$ cat config.mk
export PLATFORM = sky130hd
export DESIGN_NAME = cyc_timer
export DESIGN_NICKNAME = d
export VERILOG_FILES = /design/src/rtl/cyc_timer_pkg.sv /design/src/rtl/cyc_timer_edge.sv /design/src/rtl/cyc_timer_src.sv /design/src/rtl/cyc_timer_core.sv /design/src/rtl/cyc_timer.sv
export SDC_FILE = /design/constraint.sdc
export NUM_CORES = 1
export LEC_CHECK = 0
export BUFFER_PORTS_ARGS = -buffer_cell sky130_fd_sc_hd__buf_2
export CAP_MARGIN = 5
export CORE_ASPECT_RATIO = 0.7
export CORE_MARGIN = 4
export CORE_UTILIZATION = 47
export DETAILED_ROUTE_END_ITERATION = 10
export PLACE_DENSITY = 0.79
export SLEW_MARGIN = 10
export SYNTH_ARGS = -nofsm -noshare
export SYNTH_HDL_FRONTEND = slang
export SYNTH_SLANG_ARGS = --single-unit
$ cat constraint.sdc
create_clock -name clk -period 1.7 [get_ports clk]
set_input_delay 0.085 -clock clk [delete_from_list [all_inputs] [get_ports clk]]
set_output_delay 0.085 -clock clk [all_outputs]
set_load 0.01 [all_outputs]
$ cat src/rtl/cyc_timer_pkg.sv
// Shared constants and types for the period-measuring timer.
// Assumes a 16-bit data path and a 3-bit count-source select.
package cyc_timer_pkg;
    localparam int DW      = 16;
    localparam int AW      = 3;
    localparam int SEL_W   = 3;
    localparam int NSRC    = 2 ** SEL_W;
    localparam int NPRE    = NSRC - 1;
    localparam int NFLAG   = 3;

    // Register word addresses
    localparam logic [AW-1:0] ADR_CTRL = 3'd0;
    localparam logic [AW-1:0] ADR_STAT = 3'd1;
    localparam logic [AW-1:0] ADR_CNT  = 3'd2;
    localparam logic [AW-1:0] ADR_LIM  = 3'd3;
    localparam logic [AW-1:0] ADR_CAP  = 3'd4;

    // Control bit positions
    localparam int CB_XFALL = 3;
    localparam int CB_RUN   = 4;
    localparam int CB_CYC   = 5;
    localparam int CB_MFALL = 6;

    // Status bit positions
    localparam int SB_OVF = 0;
    localparam int SB_CMF = 1;
    localparam int SB_OVL = 2;

    typedef struct packed {
        logic             mfall;
        logic             cyc;
        logic             run;
        logic             xfall;
        logic [SEL_W-1:0] sel;
    } ctrl_t;

    localparam int CTRL_W = $bits(ctrl_t);
endpackage

$ cat src/rtl/cyc_timer_edge.sv
// Resynchronises an asynchronous pin and turns its chosen edge into a
// one-cycle pulse. Assumes the pin stays at each level for at least two
// system clock cycles so no edge is lost.
module cyc_timer_edge #(
    parameter int SYNC_STAGES = 2
) (
    input  logic clk,
    input  logic rst_n,
    input  logic pin,
    input  logic fall_sel,
    output logic pulse
);
    localparam int LAST = SYNC_STAGES - 1;

    // stages 0..LAST form the synchroniser, stage SYNC_STAGES keeps history
    logic [SYNC_STAGES:0] sh_q;

    // shift the pin through the synchroniser and history stage
    always_ff @(posedge clk) begin
        if (!rst_n) sh_q <= '0;
        else        sh_q <= {sh_q[SYNC_STAGES-1:0], pin};
    end

    // pick the rising or falling transition of the synchronised level
    always_comb begin
        if (fall_sel) pulse = ~sh_q[LAST] &  sh_q[SYNC_STAGES];
        else          pulse =  sh_q[LAST] & ~sh_q[SYNC_STAGES];
    end
endmodule

$ cat src/rtl/cyc_timer_src.sv
// Count-source multiplexer: select values below the top one pick a
// prescaler strobe, the top value picks the external-clock edge pulse.
module cyc_timer_src
    import cyc_timer_pkg::*;
(
    input  logic [NPRE-1:0]  presc_en,
    input  logic             ext_pulse,
    input  logic [SEL_W-1:0] sel,
    output logic             tick
);
    logic [NSRC-1:0] srcs;

    // gather every candidate source and index it by the select field
    always_comb begin
        srcs = {ext_pulse, presc_en};
        tick = srcs[sel];
    end
endmodule

$ cat src/rtl/cyc_timer_core.sv
// Counter, period capture and flag-event logic. Assumes the tick and the
// measured-edge pulse are single-cycle enables in the clk domain.
// Counter priority: period edge, stop clear, bus load, count step.
module cyc_timer_core
    import cyc_timer_pkg::*;
(
    input  logic          clk,
    input  logic          rst_n,
    input  logic          run,
    input  logic          cyc,
    input  logic          tick,
    input  logic          meas_pulse,
    input  logic          cnt_we,
    input  logic [DW-1:0] cnt_wdata,
    input  logic          stop_clr,
    input  logic [DW-1:0] lim,
    input  logic          lim_we,
    output logic [DW-1:0] cnt,
    output logic [DW-1:0] cap,
    output logic          ev_ovf,
    output logic          ev_cmf,
    output logic          ev_ovl
);
    logic [DW-1:0] cnt_q, cnt_nxt, cap_q;
    logic          armed_q, wrap;
    logic          cyc_act, boundary, closing;

    assign cyc_act  = run & cyc;
    assign boundary = cyc_act & meas_pulse;
    assign closing  = boundary & armed_q;

    // choose the next counter value and spot a wrap step
    always_comb begin
        cnt_nxt = cnt_q;
        wrap    = 1'b0;
        if (boundary)               cnt_nxt = '0;
        else if (!cyc && stop_clr)  cnt_nxt = '0;
        else if (!cyc && cnt_we)    cnt_nxt = cnt_wdata;
        else if (run && tick) begin
            cnt_nxt = cnt_q + DW'(1);
            wrap    = &cnt_q;
        end
    end

    // counter register
    always_ff @(posedge clk) begin
        if (!rst_n) cnt_q <= '0;
        else        cnt_q <= cnt_nxt;
    end

    // remember that the first boundary edge has been seen
    always_ff @(posedge clk) begin
        if (!rst_n)        armed_q <= 1'b0;
        else if (!cyc_act) armed_q <= 1'b0;
        else if (boundary) armed_q <= 1'b1;
    end

    // latch the finished period length
    always_ff @(posedge clk) begin
        if (!rst_n)       cap_q <= '0;
        else if (closing) cap_q <= cnt_q;
    end

    assign ev_ovf = wrap;
    assign ev_cmf = !cyc && !lim_we && (cnt_q == lim);
    assign ev_ovl = closing && (cnt_q > lim);
    assign cnt    = cnt_q;
    assign cap    = cap_q;
endmodule

$ cat src/rtl/cyc_timer.sv
// Top of the period-measuring timer: register bus decode, control, limit
// and sticky status registers around the counter core. Assumes one bus
// access per cycle and whole-word writes only.
module cyc_timer
    import cyc_timer_pkg::*;
#(
    parameter int SYNC_STAGES = 2
) (
    input  logic            clk,
    input  logic            rst_n,
    input  logic [AW-1:0]   bus_addr,
    input  logic            bus_we,
    input  logic [DW-1:0]   bus_wdata,
    output logic [DW-1:0]   bus_rdata,
    input  logic [NPRE-1:0] presc_en,
    input  logic            ext_clk,
    input  logic            meas_in
);
    ctrl_t            ctrl_q;
    logic [DW-1:0]    lim_q, cnt_w, cap_w;
    logic [NFLAG-1:0] flag_q, flag_ev;
    logic             ctrl_we, stat_we, cnt_we, lim_we, stop_clr;
    logic             ext_pulse, meas_pulse, tick_w;
    logic             ev_ovf, ev_cmf, ev_ovl;

    assign ctrl_we = bus_we && (bus_addr == ADR_CTRL);
    assign stat_we = bus_we && (bus_addr == ADR_STAT);
    assign cnt_we  = bus_we && (bus_addr == ADR_CNT);
    assign lim_we  = bus_we && (bus_addr == ADR_LIM);
    assign stop_clr = ctrl_we && ctrl_q.run && !bus_wdata[CB_RUN] && !bus_wdata[CB_CYC];

    cyc_timer_edge #(.SYNC_STAGES(SYNC_STAGES)) u_ext (
        .clk(clk), .rst_n(rst_n), .pin(ext_clk),
        .fall_sel(ctrl_q.xfall), .pulse(ext_pulse)
    );

    cyc_timer_edge #(.SYNC_STAGES(SYNC_STAGES)) u_meas (
        .clk(clk), .rst_n(rst_n), .pin(meas_in),
        .fall_sel(ctrl_q.mfall), .pulse(meas_pulse)
    );

    cyc_timer_src u_src (
        .presc_en(presc_en), .ext_pulse(ext_pulse),
        .sel(ctrl_q.sel), .tick(tick_w)
    );

    cyc_timer_core u_core (
        .clk(clk), .rst_n(rst_n), .run(ctrl_q.run), .cyc(ctrl_q.cyc),
        .tick(tick_w), .meas_pulse(meas_pulse), .cnt_we(cnt_we),
        .cnt_wdata(bus_wdata), .stop_clr(stop_clr), .lim(lim_q),
        .lim_we(lim_we), .cnt(cnt_w), .cap(cap_w),
        .ev_ovf(ev_ovf), .ev_cmf(ev_cmf), .ev_ovl(ev_ovl)
    );

    // control register
    always_ff @(posedge clk) begin
        if (!rst_n)       ctrl_q <= '0;
        else if (ctrl_we) ctrl_q <= ctrl_t'(bus_wdata[CTRL_W-1:0]);
    end

    // limit / compare register
    always_ff @(posedge clk) begin
        if (!rst_n)      lim_q <= '1;
        else if (lim_we) lim_q <= bus_wdata;
    end

    // map flag events onto status bit positions
    always_comb begin
        flag_ev         = '0;
        flag_ev[SB_OVF] = ev_ovf;
        flag_ev[SB_CMF] = ev_cmf;
        flag_ev[SB_OVL] = ev_ovl;
    end

    // sticky status flags, set wins over a write-zero clear
    always_ff @(posedge clk) begin
        if (!rst_n) flag_q <= '0;
        else begin
            for (int i = 0; i < NFLAG; i++) begin
                if (flag_ev[i])                    flag_q[i] <= 1'b1;
                else if (stat_we && !bus_wdata[i]) flag_q[i] <= 1'b0;
            end
        end
    end

    // read multiplexer
    always_comb begin
        case (bus_addr)
            ADR_CTRL: bus_rdata = {{(DW-CTRL_W){1'b0}}, ctrl_q};
            ADR_STAT: bus_rdata = {{(DW-NFLAG){1'b0}}, flag_q};
            ADR_CNT:  bus_rdata = cnt_w;
            ADR_LIM:  bus_rdata = lim_q;
            ADR_CAP:  bus_rdata = cap_w;
            default:  bus_rdata = '0;
        endcase
    end
endmodule

## Word level (Yosys, flattened, before mapping)

Index checks and enable logic that the tools add are counted.

- Bits in registers: 65
- Bits of input ports: 31
- Word-level logic and storage cells: 82

- $add $sub $neg: 1
- Magnitude comparators: 2
- Equality and inequality tests: 5
- Mux-type cells: 17
- Bitwise gates (word level): 12
- Reductions and logical operators: 31

Operators by type and width:

| kind | count |
|---|---|
| one-hot mux 16 bit (5 select lines) | 1 |
| 2-to-1 mux 16 bit | 2 |
| adder 16 x 1 -> 16 bit (second input constant) | 1 |
| equality test 16 bit | 1 |
| > comparator 16 bit | 1 |
| logical AND 1 bit | 16 |
| AND reduction 16 bit | 1 |
| 2-to-1 mux 1 bit | 13 |
| nonzero test 2 bit | 4 |
| AND 1 bit | 7 |
| logical NOT 1 bit | 7 |
| equality test 3 x 2 -> 1 bit (second input constant) | 2 |
| inverter 1 bit | 5 |
| less-than comparator 3 x 4 -> 1 bit (second input constant) | 1 |
| binary-select mux 1 bit (select 3 bit) | 1 |
| equality test 3 x 1 -> 1 bit (second input constant) | 1 |
| equality test 3 bit (second input constant) | 1 |
| logical NOT 3 bit | 1 |
| OR reduction 3 bit | 1 |
| AND reduction 2 bit | 1 |

## Depth between registers and ports, before layout

- Depth in word-level cells: 11
- Gate-level depth with buffers: 8
- Depth with buffers taken out: 7

## By module

Synthesis repeated with hierarchy kept, for this count alone.

- Cells, all modules: 433
- Area, all modules: 3,602.2 µm²

By module, submodules not included:

| module | instances | cells each | area an instance (µm²) |
|---|---|---|---|
| cyc_timer_core | 1 | 234 | 1,893.1 |
| cyc_timer | 1 | 178 | 1,442.6 |
| cyc_timer_edge | 2 | 9 | 101.3 |
| cyc_timer_src | 1 | 3 | 63.8 |

## Least setup slack after synthesis

OpenSTA, ideal clock, no wires.

- Path kind: reg-to-reg
- From: register ctrl_q[0] (netlist name)
- To: register u_core.cnt_q[3], in the netlist u_core.cnt[3]
- Setup time: 0.130 ns
- Arrival: 1.700 ns
- Data required time: 1.570 ns
- Slack: -0.130 ns
- Cell stages (with the launch flop): 7
- Path buffers: 1
- Clock period less this slack: 1.830 ns
- Cells stage by stage: dfxtp_1 > mux4_2 > or2_1 > buf_6 > o211ai_4 > mux2i_1 > a211oi_2

- Longest elaborated chain between the ends: 4

RTL lines:

| item | RTL line | RTL |
|---|---|---|
| from (decl) | cyc_timer.sv:19 | `ctrl_t ctrl_q;` |
| from (signal assigned) | cyc_timer.sv:58 | `else if (ctrl_we) ctrl_q <= ctrl_t'(bus_wdata[CTRL_W-1:0]);` |
| binary-select mux 1 bit (select 3 bit) | cyc_timer_src.sv:16 | `tick = srcs[sel];` |
| 2-to-1 mux 1 bit (not written as such) | cyc_timer_src.sv:16 |  |
| logical AND 1 bit | cyc_timer_core.sv:39 | `else if (run && tick) begin` |
| nonzero test 2 bit (no source line) | -- |  |
| to (signal assigned) | cyc_timer_core.sv:48 | `else cnt_q <= cnt_nxt;` |
| to (decl) | cyc_timer_core.sv:24 | `logic [DW-1:0] cnt_q, cnt_nxt, cap_q;` |

No other way between the ends. The select of a mux whose other input is x is not followed.
A chain may end at the register's enable or synchronous reset.

## Worst setup path after layout

- From: register ctrl_q[0] (netlist name)
- To: register u_core.cnt_q[2], in the netlist u_core.cnt[2]

Same word-level chain as after synthesis.

==> impl_metrics.json <==
{
  "status": "complete, but fails checks",
  "violations": "setup timing",
  "drt-initial-drc-count": 451,
  "grt_pass1_wl_mm": 17.4,
  "skew_ps": 10.0,
  "synth_compound_area_share_pct": 17.3,
  "crit_arrival_ps": 2040,
  "drc": 0,
  "worst_pin_slew_ps": 470,
  "clk_path_buf_depth": 2,
  "whs_ps": 2.09,
  "grt_max_degree": 27,
  "yosysMostFrequentCell": "dfxtp_1",
  "switching_power_w": 0.000843,
  "period_share_pct": 106,
  "nNetsFinal": 565,
  "drt_wl_total_mm": 11.0,
  "placed_area_um2": 4250,
  "syn_to_final_growth_pct": 34.5,
  "seqPwrFrac_pct": 43.8,
  "fin_cells": 620,
  "cts-root-buf": "clkbuf_8",
  "slew_viol_final": 0,
  "async_flop_share_pct": 0,
  "p_clk_share_pct": 45.0,
  "dp_hpwl_mm": 8.00,
  "yosysWarnings": 0,
  "rsz0062_at_grt": "yes",
  "yosysTopAreaCellShare_pct": 36.3,
  "antenna_cells": 0,
  "vias": 3527,
  "power_density_nw_per_um2": 746,
  "dieWidth_um": 112,
  "cp_max_fo": 4,
  "route.detailed.wl_per_inst_um": 17.7,
  "holdPathStages": 3,
  "crit_type": "register to register",
  "synth_top_family_by_area": "simple AND/OR/NAND/NOR gates",
  "r2r-start": "ctrl_q[0]",
  "grt_pass1_vias": 3432,
  "crit_required_ps": 1940,
  "swShare_pct": 23.5,
  "fp.coreArea_um2": 7350,
  "p_int_w": 0.00275,
  "startpoint_type": "register",
  "clock_latency_ps": 350,
  "p_comb_share_pct": 11.2,
  "fmax_mhz": 556,
  "rows": 26,
  "synthMuxAreaShare_pct": 13.6,
  "hp-class": "input pin to register",
  "synth_simple_gate_area_share_pct": 18.1,
  "netlist_area_um2": 3580,
  "rrSetupSlack_ps": -100,
  "hp-start": "bus_wdata[6]",
  "drive_above_1_share_pct": 29.5,
  "final_cell_area_um2": 4820,
  "start_util_pct": 48.7,
  "io_pins": 47,
  "die_h_um": 81.0,
  "path_clk_slew_ps": 70,
  "slew_headroom_pct": 68.3,
  "synth-xor-area-share_pct": 3.42,
  "viasPerCell": 5.69,
  "cts_sinks": 65,
  "cts_tree": "built",
  "yosysSeqAreaShare_pct": 36.3,
  "gp_congestion": 0.926,
  "syn_area_per_cell_um2": 8.61,
  "netlist_instances": 416,
  "cts_buffers": 9,
  "p_leak_nw": 2.07,
  "fin_ws_ps": -98.8,
  "port_buffers": 46,
  "synthTopCellsByCount": "65 x dfxtp_1, 52 x nand2_1, 44 x mux2i_1, 39 x o21ai_0, 35 x nor2_1",
  "cap_violations": 0,
  "rr_endpoint": "u_core.cnt[2]",
  "reg2reg_depth": 6,
  "synth_seq_cells": 65,
  "drtPass1Iterations": 5,
  "yosys_most_used_dff": "dfxtp_1",
  "synthesis.nets": 464,
  "hold_violations": 0,
  "ys_top_cells_by_area": "dfxtp_1 36%, mux2i_1 12%, ha_1 5.9%",
  "cp-end-kind": "register",
  "synth_edf_count": 0,
  "antenna_found_initial": 0,
  "die-area_um2": 9100,
  "ir_worst_vdd_v": 0.000381,
  "whs_endpoint": "u_core.cnt[6]",
  "track_usage_pct": 24.4,
  "yosysTopAreaCell": "dfxtp_1",
  "overflow": 0,
  "postRouteAntennaNets": 0,
  "synthAdderAreaFrac_pct": 5.94,
  "layout_min_cycle_time_ps": 1800,
  "dp.cells": 587,
  "setup_viol": 14,
  "h-tree-depth": 3,
  "ys_types": 46
}
==> how the worst max path moves through the flow <==
stage | startpoint | to | slack, ps | cells after the start
2_1_floorplan | ctrl_q[0] | u_core.cnt[3] | -40 | 6
3_3_place_gp | ctrl_q[0] | u_core.cnt[7] | -60 | 6
3_5_place_dp | ctrl_q[0] | u_core.cnt[5] | -120 | 6
4_1_cts | ctrl_q[0] | u_core.cnt[2] | -70 | 6
5_1_grt | ctrl_q[0] | u_core.cnt[2] | -120 | 6
6_report | ctrl_q[0] | u_core.cnt[2] | -100 | 6
==> metal layers <==
metal	global-route usage (%)	share of wire [%]	routed length, um
met1	33.6	45	4910
met2	37.3	44	4850
met3	7.07	9.8	1070
met4	6.84	1.1	123
met5	0	0	0
==> power by group through the flow <==
stage                     clock (W)  combinational (W)  sequential [W]
final                       0.00162           0.000402         0.00157
after global routing        0.00170           0.000433         0.00158
after CTS                   0.00164           0.000390         0.00157
after detailed placement          0           0.000349         0.00161
after global placement            0           0.000339         0.00161
after floorplan                   0           0.000183         0.00161
==> flip-flops by register name (all words and copies together), names as in the netlist <==
register / count
flag_q: 3
u_core.cap: 16
u_core.cnt: 16
lim_q: 16
u_ext.sh_q: 3
u_core.armed_q: 1
ctrl_q: 7
u_meas.sh_q: 3
==> worst max-delay path, cell delays in order (launching register included) <==
cell and delay, ps:
dfxtp_4 350, mux4_2 550, or2_4 290, buf_6 140
o211ai_1 90, xor2_1 190, o21ai_1 70
==> layout by cell type, fill, tap and decap left out, types with 2 or more instances in the layout <==
cell type and instances:
and4_1 2, buf_4 50, dfxtp_4 2, nand4_1 7, inv_1 18, nand2_1 52, buf_12 2, mux4_2 2
o21ai_2 2, o2111ai_2 8, nor2_1 34, nor2_2 2, nor4b_2 2, or3_1 2, and3_1 3, nor2b_1 4
a21oi_1 12, mux2i_1 43, nor3b_1 2, buf_6 4, and2_1 9, buf_2 46, o211ai_1 19, xnor2_1 2
dlygate4sd3_1 14, nand3_1 4, dfxtp_1 59, o21ai_0 27, o21ai_1 11, dfxtp_2 4, a31oi_1 5, ha_1 16
and4_4 2, clkbuf_8 10, xor2_1 12, bufinv_16 3
==> cells by family (layout without fill, tap and decap cells) <==
group                    Yosys count  in the layout
AO/OA/AOI/OAI                     95             95
XOR/XNOR                          14             14
adder cells (fa/ha/maj)           17             17
buffers and inverters             45            151
flip-flops                        65             65
multiplexers                      46             46
AND/OR/NAND/NOR                  134            134
==> metrics by stage <==
stage | total power (W) | utilization (%) | setup WS [ps] | TNS [ps]
after floorplan | 0.00179 | - | -44.4 | -44.7
after global placement | 0.00195 | 57.8 | -57.0 | -391
after detailed placement | 0.00196 | 57.8 | -122 | -999
after CTS | 0.00360 | 64.6 | -68.4 | -469
after global routing | 0.00371 | 65.5 | -121 | -1380
final | 0.00359 | 65.5 | -98.8 | -694
==> layout make-up <==
class                   count  area, um^2
well taps                  98         123
flip-flops and latches     65        1310
repair buffers            116         831
inverters                  19        71.3
clock buffers              11         141
clock inverters             5         101
fillers                   583        2530
multi-input cells         306        2240
==> timing repair <==
item / CTS / global route
hold endpoints to repair: 23 / 0
setup buffers: 2 / 1
hold buffers: 14 / 0
pin swaps: 26 / 17
cloned: 1 / 0
setup endpoints to repair: 29 / 18
resized for setup: 36 / 13
Power figures use the tool's default switching activity.
